File: src/rtl/spi_fifo_master.sv
module spi_fifo_master #(
  parameter int DEPTH   = 256,
  parameter int CLK_DIV = 4,
  parameter int NUM_CS  = 1
) (
  input  logic              clk,
  input  logic              rst_n,
  input  logic              wr_en,
  input  logic              rd_en,
  input  logic [7:0]        addr,
  input  logic [31:0]       wdata,
  output logic [31:0]       rdata,
  output logic              sclk,
  output logic              mosi,
  input  logic              miso,
  output logic [NUM_CS-1:0] cs_n,
  output logic              ev_tx_empty,
  output logic              ev_rx_full,
  output logic              ev_rx_overrun
);
  localparam int AW   = $clog2(DEPTH);
  localparam int CW   = AW + 1;
  localparam int HALF = CLK_DIV / 2;
  localparam int DW   = (HALF > 1) ? $clog2(HALF) : 1;

  localparam logic [7:0] A_KEY  = 8'h40;
  localparam logic [7:0] A_CTRL = 8'h60;
  localparam logic [7:0] A_STAT = 8'h64;
  localparam logic [7:0] A_TXD  = 8'h68;
  localparam logic [7:0] A_RXD  = 8'h6C;
  localparam logic [7:0] A_SEL  = 8'h70;
  localparam logic [7:0] A_TXO  = 8'h74;
  localparam logic [7:0] A_RXO  = 8'h78;

  logic [7:0]        tx_mem [DEPTH];
  logic [7:0]        rx_mem [DEPTH];
  logic [AW-1:0]     tx_wp, tx_rp, rx_wp, rx_rp;
  logic [CW-1:0]     tx_cnt, rx_cnt;
  logic [31:0]       ctrl_q;
  logic [NUM_CS-1:0] sel_q;
  logic              busy, sclk_q;
  logic [DW-1:0]     div;
  logic [2:0]        bitn;
  logic [7:0]        txsh, rxsh;

  wire srst   = wr_en && addr == A_KEY && wdata == 32'h0000_000A;
  wire kill   = !rst_n || srst;
  wire ctl_wr = wr_en && addr == A_CTRL;
  wire tx_clr = ctl_wr && wdata[5];
  wire rx_clr = ctl_wr && wdata[6];

  wire tx_empty = tx_cnt == '0;
  wire rx_empty = rx_cnt == '0;
  wire tx_full  = tx_cnt == CW'(DEPTH);
  wire rx_full  = rx_cnt == CW'(DEPTH);

  wire tick    = busy && div == DW'(HALF - 1);
  wire done    = tick && sclk_q && bitn == 3'd7;
  wire start   = !busy && !ctrl_q[8] && !tx_empty && !tx_clr;
  wire tx_push = wr_en && addr == A_TXD && !tx_full;
  wire rx_push = done && !rx_full;
  wire rx_pop  = rd_en && addr == A_RXD && !rx_empty;

  assign ev_rx_overrun = done && rx_full && !kill;
  assign ev_tx_empty   = start && !tx_push && tx_cnt == CW'(1) && !kill;
  assign ev_rx_full    = rx_push && !rx_pop && !rx_clr && !kill && rx_cnt == CW'(DEPTH - 1);

  assign sclk = sclk_q;
  assign mosi = txsh[7];
  assign cs_n = sel_q;

  always_ff @(posedge clk) begin
    if (tx_push) tx_mem[tx_wp] <= wdata[7:0];
    if (rx_push) rx_mem[rx_wp] <= rxsh;
  end

  always_ff @(posedge clk) begin
    if (kill || tx_clr) begin
      tx_wp <= '0; tx_rp <= '0; tx_cnt <= '0;
    end else begin
      if (tx_push) tx_wp <= tx_wp + 1'b1;
      if (start)   tx_rp <= tx_rp + 1'b1;
      tx_cnt <= tx_cnt + CW'(tx_push) - CW'(start);
    end
  end

  always_ff @(posedge clk) begin
    if (kill || rx_clr) begin
      rx_wp <= '0; rx_rp <= '0; rx_cnt <= '0;
    end else begin
      if (rx_push) rx_wp <= rx_wp + 1'b1;
      if (rx_pop)  rx_rp <= rx_rp + 1'b1;
      rx_cnt <= rx_cnt + CW'(rx_push) - CW'(rx_pop);
    end
  end

  always_ff @(posedge clk) begin
    if (kill) begin
      ctrl_q <= '0;
      sel_q  <= '1;
    end else begin
      if (ctl_wr) ctrl_q <= wdata & ~32'h0000_0060;
      if (wr_en && addr == A_SEL) sel_q <= wdata[NUM_CS-1:0];
    end
  end

  always_ff @(posedge clk) begin
    if (kill) begin
      busy <= 1'b0; sclk_q <= 1'b0; div <= '0; bitn <= '0;
      txsh <= '0; rxsh <= '0;
    end else if (!busy) begin
      if (start) begin
        busy <= 1'b1;
        txsh <= tx_mem[tx_rp];
        div  <= '0;
        bitn <= '0;
      end
    end else begin
      div <= tick ? '0 : div + 1'b1;
      if (tick) begin
        if (!sclk_q) begin
          sclk_q <= 1'b1;
          rxsh   <= {rxsh[6:0], miso};
        end else begin
          sclk_q <= 1'b0;
          if (bitn == 3'd7) begin
            busy <= 1'b0;
            txsh <= '0;
          end else begin
            bitn <= bitn + 1'b1;
            txsh <= {txsh[6:0], 1'b0};
          end
        end
      end
    end
  end

  always_comb begin
    rdata = '0;
    case (addr)
      A_CTRL: rdata = ctrl_q;
      A_STAT: rdata = {28'd0, tx_full, tx_empty, rx_full, rx_empty};
      A_RXD:  rdata = rx_empty ? 32'hDEAD_BEEF : {24'd0, rx_mem[rx_rp]};
      A_SEL:  rdata = {{(32-NUM_CS){1'b0}}, sel_q};
      A_TXO:  rdata = tx_empty ? '0 : {{(32-CW){1'b0}}, tx_cnt - CW'(1)};
      A_RXO:  rdata = rx_empty ? '0 : {{(32-CW){1'b0}}, rx_cnt - CW'(1)};
      default: rdata = '0;
    endcase
  end

  a_r4_inhibit_holds: assert property (@(posedge clk) disable iff (kill)
    (ctrl_q[8] && !busy) |=> !busy);
  a_r6_sclk_idle_low: assert property (@(posedge clk) disable iff (kill)
    !busy |-> !sclk);
  a_r7_overrun_keeps_full: assert property (@(posedge clk) disable iff (kill)
    (ev_rx_overrun && !rx_pop && !rx_clr) |=> rx_cnt == CW'(DEPTH));
  a_r8_empty_read_marker: assert property (@(posedge clk) disable iff (kill)
    (rd_en && addr == A_RXD && rx_cnt == '0) |-> rdata == 32'hDEAD_BEEF);
  a_r2_key_restores_select: assert property (@(posedge clk) disable iff (!rst_n)
    srst |=> (&cs_n && tx_cnt == '0 && rx_cnt == '0));
  a_r3_tx_clear_empties: assert property (@(posedge clk) disable iff (kill)
    tx_clr |=> tx_cnt == '0);
  a_r5_tx_bounded: assert property (@(posedge clk) disable iff (kill)
    tx_cnt <= CW'(DEPTH));
endmodule

File: config.mk
export PLATFORM = sky130hd
export DESIGN_NAME = spi_fifo_master
export DESIGN_NICKNAME = d
export VERILOG_FILES = /design/src/rtl/spi_fifo_master.sv
export SDC_FILE = /design/constraint.sdc
export NUM_CORES = 2
export LEC_CHECK = 0
export CORE_MARGIN = 2
export CORE_UTILIZATION = 35
export CTS_BUF_LIST = sky130_fd_sc_hd__clkbuf_4
export DETAILED_ROUTE_END_ITERATION = 7
export PLACE_DENSITY_LB_ADDON = 0.1
export SYNTH_ARGS = -nofsm -noshare
export SYNTH_HDL_FRONTEND = slang
export SYNTH_SLANG_ARGS = --single-unit
File: constraint.sdc
create_clock -name clk -period 10.3 [get_ports clk]
set_input_delay 2.06 -clock clk [delete_from_list [all_inputs] [get_ports clk]]
set_output_delay 2.06 -clock clk [all_outputs]
set_load 0.05 [all_outputs]
==> qor.yml <==
status:
  status: "finished with violations"
  violations: "max-capacitance violations"
sta:
  fmax_mhz: 103
  slew_headroom_pct: 1.46
  holdWs_ns: 0.466
  final_max_slew_viol_count: 0
  period_minus_slack_ns: 9.75
  worst_slew_pin_slew_ns: 1.44
  finalSetupTns_ns: 0
  finalHoldViolCount: 0
  setup_violations: 0
  final.period_utilization_pct: 94.7
  rsz0062_at_grt: "no"
  finClkSkew_ns: 0.212
setup_path:
  path_buf_inv: 5
  crit_family: "buffers and inverters"
  path_class: "reg -> out"
  critPathLaunchType: "flip-flop"
  worstPathRequired_ns: 8.24
  critPathMaxFanout: 34
  cp_common_cell: "buf_4"
  endpoint_kind: "output pin"
  path_cells: "buf_4 -> inv_4 -> buf_4 -> nand2_1 -> o221ai_1 -> o31ai_1 -> o21ai_0 -> a2111oi_1 -> o21ai_0 -> buf_4 -> clkdlybuf4s50_1"
  critPathMaxStageDelay_ns: 1.01
  arrival_ns: 7.69
  critPathSlowestCell: "a2111oi_1"
route:
  dr.pass1.iters: 6
  drt_iter0_drc: 8321
  viasPerCell: 5.33
  wl_um: 479000
  drc: 0
  wl_per_cell_um: 30.0
  ant_nets: 0
  vias: 85117
synthesis:
  synthTopCellsByArea: "edfxtp_1 75%, mux4_2 15%, nor2_1 1.5%, dfxtp_1 1.4%, mux2i_1 1.4%"
  syn_area_per_cell_um2: 20.9
  netlist.area_leader.share_pct: 74.5
  yosysSeqAreaShare_pct: 75.9
  synth.cell_area_um2: 165000
  synthTopCellsByCount: "4096 x edfxtp_1, 1077 x mux4_2, 647 x nor2_1"
  syn-instance-count: 7914
  yosysTopAreaCell: "edfxtp_1"
  syn-num-nets: 8022
  synth-main-ff-cell: "edfxtp_1"
  yosysMostFrequentCell: "edfxtp_1"
  async_flop_share_pct: 0
  synth-edff-count: 4096
  synthDistinctLibCells: 87
  yosys_warnings: 0
  ys_ff_latch: 4215
grt:
  grt_pass1_vias: 89399
  antenna_found_initial: 34
  track_usage_pct: 20.0
  overflow: 0
  grt_max_degree: 153
  grt_first_pass_wirelength_um: 674000
floorplanning:
  ioPinCount: 83
  die_w_um: 691
  core_um2: 470000
  chipHeight_um: 691
  initial_utilization_pct: 35.1
  rows: 252
  die-area_um2: 477000
clocking:
  tritoncts: "yes"
  cts_buffers: 1219
  clkSlewWorstSetupHoldPaths_ns: 0.06
  cts_resized: 0
  clk_path_buf_depth: 5
  cts.htree.levels: 7
  root_buffer: "clkbuf_4"
  clock_latency_ns: 1.74
  clock-sinks: 4215
  cts.hold.buffers_added: 0
  cts_setup_buffers: 0
pwr:
  p_total_mw: 37.7
  power_density_nw_per_um2: 201
  power.leakage_nw: 57.8
  peakVddDrop_v: 0.000169
layout:
  final_area_um2: 188000
  final_util_pct: 39.9
  area_delta_synth_final_pct: 13.6
  drive_gt1_share_pct: 32.5
  fill_cells: 42747
  num-nets-final: 9064
placement:
  portBuffers: 82
  dpl_cell_area_um2: 173000
  hpwl_um: 291000
  gp_congestion: 0.813
job:
  drv_cap: 1
worst_hold_path:
  hp-class: "reg -> reg"
-- power by group --
| part | switching (mW) | internal [mW] |
|---|---|---|
| registers | 0.120 | 18.7 |
| clock network | 6.87 | 7.95 |
| logic | 2.13 | 1.88 |
| total | 9.12 | 28.5 |
-- per-layer routing --
layer / GRT usage, % / share of wire [%] / vias to the layer above
met5: 0 / 0.0086 / -
met4: 6.77 / 2.6 / 6
met3: 4.80 / 6.0 / 701
met2: 32.0 / 48 / 3024
met1: 26.9 / 43 / 45715
li1: - / - / 35671
-- tightest hold or removal path: stages (launching register included) --
cell     delay, ns
dfxtp_1       0.31
nand2_1       0.05
a21oi_1       0.05
-- worst paths after layout --
kind	slack [ns]	end	startpoint	cells past startpoint
worst max register to register	5.47	rx_mem[193][4]	rx_cnt[1]	9
worst max-delay path	0.55	rdata[4]	flip-flop	11
worst min-delay path	0.47	ctrl_q[0]	ctrl_q[0]	2
worst min register to register	0.47	ctrl_q[0]	ctrl_q[0]	2
-- state kept, by name (all words and copies together) (netlist names), 8 cells and up, named ones only --
| signal | count |
|---|---|
| rx_wp | 8 |
| tx_wp | 8 |
| tx_rp | 8 |
| txsh | 8 |
| tx_mem | 2048 |
| rxsh | 8 |
| ctrl_q | 30 |
| tx_cnt | 9 |
| rx_mem | 2048 |
| rx_rp | 8 |
| rx_cnt | 9 |
-- logic make-up after synthesis --
kind of cell / synth area share, %
flops: 75.9
fa+ha+maj: 0.487
compound gates: 2.32
xor+xnor: 0.286
buf+inv: 1.59
simple gates: 3.13
mux: 16.2
-- area by class of cell --
| type | instances | area, um2 | area share, % |
|---|---|---|---|
| sequential | 4215 | 125000 | 66.9 |
| clock buffer | 1750 | 13100 | 7.01 |
| inverter | 45 | 174 | 0.0927 |
| tap | 6223 | 7790 | 4.15 |
| multi-input combinational | 3191 | 37200 | 19.8 |
| timing repair buffer | 284 | 2630 | 1.40 |
| clock inverter | 221 | 1110 | 0.591 |
| antenna | 29 | 72.6 | 0.0387 |
-- cells in the final DEF (no fill, tap or decap), types with 14 or more instances in the layout --
cell             instances
buf_4                  182
ha_1                    61
o21ai_0                 83
xor2_1                  19
inv_1                   42
o221ai_1                60
xnor2_1                 35
nand2_1                251
o22ai_1                 72
nand3_1                 57
nor2_1                 643
nand4_1                 25
a211oi_1                20
dfxtp_1                 98
edfxtp_1              4096
diode_2                 29
nor2b_1                 40
nor4_1                  14
clkbuf_4              1750
and2_1                  23
a22oi_1                 45
a21o_1                  19
and3_1                  19
clkdlybuf4s50_1         73
a21oi_1                126
a221oi_1                26
clkinv_1               180
nor3_1                  26
inv_2                   21
mux4_2                1077
mux2i_1                231
dfxtp_4                 18
buf_12                  21
-- metrics by stage --
step,std cells,setup WS [ns]
3_5_place_dp,13958,1.79
2_1_floorplan,7914,3.48
6_report,15958,0.549
4_1_cts,15929,0.282
5_1_grt,15953,0.227
3_3_place_gp,13958,1.84
(Power assumes the default switching activity.)
